[config.mk]
export PLATFORM = sky130hd
export DESIGN_NAME = mbx_irq_ctrl
export DESIGN_NICKNAME = d
export VERILOG_FILES = /design/src/rtl/mbx_pkg.sv /design/src/rtl/mbx_status_reg.sv /design/src/rtl/mbx_doorbell.sv /design/src/rtl/mbx_irq_merge.sv /design/src/rtl/mbx_irq_ctrl.sv
export SDC_FILE = /design/constraint.sdc
export NUM_CORES = 1
export LEC_CHECK = 0
export ABC_AREA = 1
export BUFFER_PORTS_ARGS = -buffer_cell sky130_fd_sc_hd__buf_2
export CORE_ASPECT_RATIO = 1.4
export CORE_MARGIN = 5
export CORE_UTILIZATION = 45
export CTS_CLUSTER_SIZE = 10
export DETAILED_ROUTE_END_ITERATION = 10
export PLACE_DENSITY_LB_ADDON = 0.12
export RECOVER_POWER = 25
export SETUP_SLACK_MARGIN = 0.02
export SLEW_MARGIN = 5
export SYNTH_ARGS = -nofsm -noshare
export SYNTH_HDL_FRONTEND = slang
export SYNTH_SLANG_ARGS = --single-unit
export TNS_END_PERCENT = 1
[constraint.sdc]
create_clock -name clk -period 2.05 [get_ports clk]
set_input_delay 0.5125 -clock clk [delete_from_list [all_inputs] [get_ports clk]]
set_output_delay 0.5125 -clock clk [all_outputs]
set_load 0.03 [all_outputs]
[src/rtl/mbx_pkg.sv]
package mbx_pkg;
  localparam int REG_W  = 8;
  localparam int EVT_W  = 7;
  localparam int TAKE_W = 4;

  typedef enum logic [1:0] {OP_WRITE = 2'd0, OP_AND = 2'd1, OP_OR = 2'd2, OP_NONE = 2'd3} mbx_op_e;
  typedef enum logic [1:0] {SEL_HEVEN = 2'd0, SEL_HODD = 2'd1, SEL_DOOR = 2'd2, SEL_NONE = 2'd3} mbx_sel_e;

  // host even register
  localparam int HE_EN = 6, HE_TMR = 4, HE_ERR = 3, HE_ACC = 2, HE_ALT = 0;
  // host odd register
  localparam int HO_CHK = 6, HO_CMDRSP = 5, HO_ACKFREE = 4, HO_ADPCMD = 3, HO_STSRSP = 2;
  // doorbell register
  localparam int DB_CMD = 5, DB_RSP = 4, DB_CMDWAIT = 3, DB_RSPWAIT = 2, DB_ABFREE = 1, DB_STFREE = 0;

  localparam logic [REG_W-1:0] HE_EVT_MASK = 8'h1C;
  localparam logic [REG_W-1:0] HE_CTL_MASK = 8'h41;
  localparam logic [REG_W-1:0] HO_EVT_MASK = 8'h7C;
  localparam logic [REG_W-1:0] DB_MASK     = 8'h3F;

  function automatic logic [REG_W-1:0] op_apply(input logic [REG_W-1:0] old_v,
                                                input logic [REG_W-1:0] wd,
                                                input logic [1:0] op);
    case (op)
      OP_WRITE: op_apply = wd;
      OP_AND:   op_apply = old_v & wd;
      OP_OR:    op_apply = old_v | wd;
      default:  op_apply = old_v;
    endcase
  endfunction

  function automatic logic [REG_W-1:0] and_keep(input logic hit, input logic [1:0] op,
                                                input logic [REG_W-1:0] wd);
    and_keep = (hit && op == OP_AND) ? wd : '1;
  endfunction

  function automatic logic pending_any(input logic [REG_W-1:0] ev, input logic [REG_W-1:0] od);
    pending_any = |(ev & HE_EVT_MASK) | |(od & HO_EVT_MASK);
  endfunction
endpackage

[src/rtl/mbx_status_reg.sv]
module mbx_status_reg
  import mbx_pkg::*;
#(
  parameter logic [REG_W-1:0] EVT_MASK = 8'h00,
  parameter logic [REG_W-1:0] CTL_MASK = 8'h00
) (
  input  logic             clk,
  input  logic             rst_n,
  input  logic             wr_hit,
  input  logic [1:0]       op,
  input  logic [REG_W-1:0] wdata,
  input  logic [REG_W-1:0] set_vec,
  output logic [REG_W-1:0] q
);
  logic [REG_W-1:0] ctl_nx, evt_nx;

  always_comb begin
    ctl_nx = wr_hit ? (op_apply(q, wdata, op) & CTL_MASK) : (q & CTL_MASK);
    // set has priority over a same-cycle AND clear
    evt_nx = ((q & and_keep(wr_hit, op, wdata)) | set_vec) & EVT_MASK;
  end

  always_ff @(posedge clk) begin
    if (!rst_n) q <= '0;
    else        q <= ctl_nx | evt_nx;
  end
endmodule

[src/rtl/mbx_doorbell.sv]
module mbx_doorbell
  import mbx_pkg::*;
(
  input  logic              clk,
  input  logic              rst_n,
  input  logic              wr_hit,
  input  logic [1:0]        op,
  input  logic [REG_W-1:0]  wdata,
  input  logic [TAKE_W-1:0] take,
  input  logic              resp_err,
  output logic [REG_W-1:0]  q,
  output logic              cmd_done,
  output logic              resp_done,
  output logic              cmd_notify,
  output logic              ack_notify
);
  logic [REG_W-1:0] nx;

  assign cmd_done   = take[3] & q[DB_CMD];
  assign resp_done  = take[2] & q[DB_RSP];
  assign cmd_notify = cmd_done & q[DB_CMDWAIT];
  assign ack_notify = resp_done & (q[DB_RSPWAIT] | resp_err);

  always_comb begin
    nx = q;
    if (take[3]) nx[DB_CMD]    = 1'b0;
    if (take[2]) nx[DB_RSP]    = 1'b0;
    if (take[1]) nx[DB_ABFREE] = 1'b0;
    if (take[0]) nx[DB_STFREE] = 1'b0;
    if (cmd_done)  nx[DB_CMDWAIT] = 1'b0;
    if (resp_done) nx[DB_RSPWAIT] = 1'b0;
    if (wr_hit) nx = op_apply(nx, wdata, op);
    nx = nx & DB_MASK;
  end

  always_ff @(posedge clk) begin
    if (!rst_n) q <= '0;
    else        q <= nx;
  end
endmodule

[src/rtl/mbx_irq_merge.sv]
module mbx_irq_merge
  import mbx_pkg::*;
(
  input  logic [REG_W-1:0] even_q,
  input  logic [REG_W-1:0] odd_q,
  output logic             irq
);
  assign irq = even_q[HE_EN] & pending_any(even_q, odd_q);
endmodule

[src/rtl/mbx_irq_ctrl.sv]
module mbx_irq_ctrl
  import mbx_pkg::*;
(
  input  logic              clk,
  input  logic              rst_n,
  input  logic              host_we,
  input  logic [1:0]        host_op,
  input  logic [1:0]        host_sel,
  input  logic [REG_W-1:0]  host_wdata,
  output logic [REG_W-1:0]  host_rdata,
  input  logic [EVT_W-1:0]  adp_evt,
  input  logic [TAKE_W-1:0] adp_take,
  input  logic              adp_resp_err,
  output logic [5:0]        adp_bell,
  output logic              host_irq
);
  logic hit_even, hit_odd, hit_door;
  logic [REG_W-1:0] set_even, set_odd;
  logic [REG_W-1:0] even_q, odd_q, bell_q;
  logic cmd_done, resp_done, cmd_notify, ack_notify;

  assign hit_even = host_we && host_sel == SEL_HEVEN;
  assign hit_odd  = host_we && host_sel == SEL_HODD;
  assign hit_door = host_we && host_sel == SEL_DOOR;

  always_comb begin
    set_even = '0;
    set_even[HE_TMR] = adp_evt[4];
    set_even[HE_ERR] = adp_evt[5];
    set_even[HE_ACC] = adp_evt[6];
    set_odd = '0;
    set_odd[HO_CHK]     = adp_evt[0];
    set_odd[HO_CMDRSP]  = adp_evt[1] | cmd_notify;
    set_odd[HO_ACKFREE] = ack_notify;
    set_odd[HO_ADPCMD]  = adp_evt[2];
    set_odd[HO_STSRSP]  = adp_evt[3];
  end

  mbx_status_reg #(.EVT_MASK(HE_EVT_MASK), .CTL_MASK(HE_CTL_MASK)) u_even (
    .clk(clk), .rst_n(rst_n), .wr_hit(hit_even), .op(host_op), .wdata(host_wdata),
    .set_vec(set_even), .q(even_q));

  mbx_status_reg #(.EVT_MASK(HO_EVT_MASK), .CTL_MASK(8'h00)) u_odd (
    .clk(clk), .rst_n(rst_n), .wr_hit(hit_odd), .op(host_op), .wdata(host_wdata),
    .set_vec(set_odd), .q(odd_q));

  mbx_doorbell u_door (
    .clk(clk), .rst_n(rst_n), .wr_hit(hit_door), .op(host_op), .wdata(host_wdata),
    .take(adp_take), .resp_err(adp_resp_err), .q(bell_q),
    .cmd_done(cmd_done), .resp_done(resp_done), .cmd_notify(cmd_notify), .ack_notify(ack_notify));

  mbx_irq_merge u_irq (.even_q(even_q), .odd_q(odd_q), .irq(host_irq));

  assign adp_bell = bell_q[5:0];

  always_comb begin
    case (host_sel)
      SEL_HEVEN: host_rdata = even_q;
      SEL_HODD:  host_rdata = odd_q;
      SEL_DOOR:  host_rdata = bell_q;
      default:   host_rdata = '0;
    endcase
  end
endmodule

==> impl_metrics.csv <==
group,metric,value,unit
routing,drt_iter0_markers,35,
power_and_ir_drop,power.density,583,mW/mm²
clocking,cts_tree,"built",
floorplanning,die_area,0.00300,mm²
sta,skew,0.00106,ns
clocking,clk_pin_slew,0.10,ns
job,max_cap_violations,0,
synthesis,synth.distinct_cells,22,
finish,fin_cells,208,
clocking,post-cts-setup-buffers,0,
synthesis,syn-instance-count,145,
place,gp_congestion,0.897,
synthesis,ys_seq_area_frac,0.357,
synthesis,synthesis.nets,172,
clocking,h-tree-depth,1,
floorplanning,io_pins,42,
routing,first_pass_iters,5,
routing,vias,1028,
finish,num-fill-cells,204,
clocking,cts_buffers,3,
sta,maxSlewViolCount,0,
finish,layout_common_cells,"43 x nand2_1, 37 x buf_2, 28 x inv_1",
clocking,cts_buffer_depth,2,
sta,finalCriticalPeriod,1.84,ns
critical_path,start_kind,"input pin",
critical_path,cpMaxStageDelayCell,"buf_2",
synthesis,synth-seq-cells,16,
place,place_worst_setup_slack,0.200,ns
synthesis,syn_area,898,µm²
place,io_buffers,39,
floorplanning,core,0.00193,mm²
critical_path,critPathBufInv,4,
routing,ant_nets,0,
synthesis,avgSynthCellArea,6.20,µm²
clocking,hold_buffers,0,
floorplanning,die_x,47.8,µm
clocking,cts_resized,0,
sta,tns,0,ns
sta,finalSetupViolCount,0,
routing,drt_wl_total,2300,µm
finish,drive_gt1_frac,0.246,
clocking,clock-sinks,16,
sta,max_freq,544,MHz
finish,final_net_count,215,
floorplanning,fp.dieH,62.9,µm
critical_path,crit_family,"buffers and inverters",
status,status,"finished, final reports clean",
power_and_ir_drop,p_leak,0.603,nW
floorplanning,start_util,0.467,
place,dpl.cell_count,204,
clocking,root_buffer,"clkbuf_4",
finish,antenna_cells,0,
power_and_ir_drop,peakVddDrop,348,µV
grt,grt_pass1_wl,3640,µm
synthesis,ys_warn_count,0,
routing,drc,0,
grt,antenna_found_initial,0,
sta,hold_viol,0,
clocking,clk-insertion-delay-late,0.29,ns
place,dp_hpwl,1870,µm
grt,grt_max_degree,10,
critical_path,required,1.54,ns
sta,setup_slack,0.211,ns
critical_path,cp_cell_sequence,"buf_2 -> inv_1 -> nand2_2 -> inv_1 -> nand2_1 -> o211ai_1 -> buf_2",
sta,finalCritPeriodShare,0.897,
hold_path,hp-class,"in2reg",
grt,grt_pass1_vias,903,
grt,overflow,0,
finish,syn_to_final_growth,27.7,%
finish,final_common_cell,"nand2_1",
routing,routedWlPerCell,11.0,µm
critical_path,crit_fanout,6,
critical_path,arrival,1.33,ns
critical_path,cp-end-kind,"primary output",
critical_path,cpPeakStageDelay,0.22,ns
floorplanning,std_cell_rows,19,
critical_path,critical_path_class,"in2out",
routing,vias_per_cell,4.94,
sta,rsz0062_at_grt,"no",
grt,grt.total_usage,0.158,
synth_stat cells:
cell type | n | area share
nor3_4 | 1 | 0.018
o221ai_1 | 1 | 0.0098
inv_2 | 1 | 0.0042
dfxtp_1 | 16 | 0.36
nand3_1 | 7 | 0.039
nand4_1 | 4 | 0.028
a31oi_1 | 2 | 0.014
o211ai_1 | 2 | 0.017
clkbuf_1 | 1 | 0.0042
o21bai_1 | 2 | 0.017
conb_1 | 1 | 0.0042
inv_1 | 28 | 0.12
nor2_1 | 11 | 0.046
or2_2 | 1 | 0.0070
buf_4 | 1 | 0.0084
nor3_1 | 1 | 0.0056
nand2_2 | 1 | 0.0070
a21oi_1 | 15 | 0.084
nor2_2 | 1 | 0.0070
nand2_1 | 43 | 0.18
o21ai_1 | 1 | 0.0056
o21ai_0 | 4 | 0.022
worst min-delay path, stage by stage:
cell and delay (ns):
buf_2 0.09, a21oi_1 0.03, nor2_1 0.06
metrics by stage:
stage          total power, mW  area [µm²]  utilization  hold WS (ns)
2_1_floorplan            0.412         898            -         0.437
3_3_place_gp             0.460        1120        0.580         0.450
3_5_place_dp             0.462        1120        0.580         0.460
4_1_cts                  0.674        1150        0.598         0.444
5_1_grt                  0.705        1150        0.596         0.437
6_report                 0.669        1150        0.596         0.433
layer usage:
layer	GRT usage	share of wire	up-vias	wire (µm)
met4	0.0707	0.013	0	31
met2	0.252	0.49	30	1120
met5	0	0	-	0
li1	-	-	540	-
met1	0.202	0.43	453	981
met3	0.0173	0.071	5	163
final cells by class:
cell class / count / area (µm²) / area share
multi-input cells: 98 / 455 / 0.397
flip-flops and latches: 16 / 320 / 0.279
repair buffers: 40 / 200 / 0.174
inverters: 29 / 109 / 0.0949
clock buffers: 4 / 36.3 / 0.0316
well taps: 21 / 26.3 / 0.0229
path summary, 6_finish.rpt:
check | from | endpoint | slack [ns] | cells past startpoint
max | host_sel[0] | host_rdata[4] | 0.21 | 7
min | host_wdata[6] | u_even.q[6]$_SDFFE_PN0P_ | 0.43 | 3
min reg2reg | u_odd.q[4]$_SDFF_PN0_ | u_odd.q[4]$_SDFF_PN0_ | 0.47 | 2
max reg2reg | u_door.q[5]$_SDFF_PN0_ | u_odd.q[5]$_SDFF_PN0_ | 1.20 | 4
cell families (layout without fill, tap and decap cells):
| family | Yosys count | count (layout) | share of synthesized area |
|---|---|---|---|
| compound gates | 27 | 27 | 0.169 |
| buf+inv | 31 | 73 | 0.134 |
| flops | 16 | 16 | 0.357 |
| other cells | 1 | 1 | 0.00417 |
| simple gates | 70 | 70 | 0.337 |
registers in the layout, summed over array words and instances, names as in the netlist:
register,flops
u_even.q,5
u_door.q,6
u_odd.q,5
report_power, final:
| part | switching [mW] | internal (mW) | leakage (nW) | total [mW] |
|---|---|---|---|---|
| clock network | 0.107 | 0.108 | 0.0210 | 0.216 |
| registers | 0.00767 | 0.323 | 0.131 | 0.331 |
| logic | 0.0783 | 0.0443 | 0.450 | 0.123 |
No activity file was read; power rests on OpenSTA's default activity.
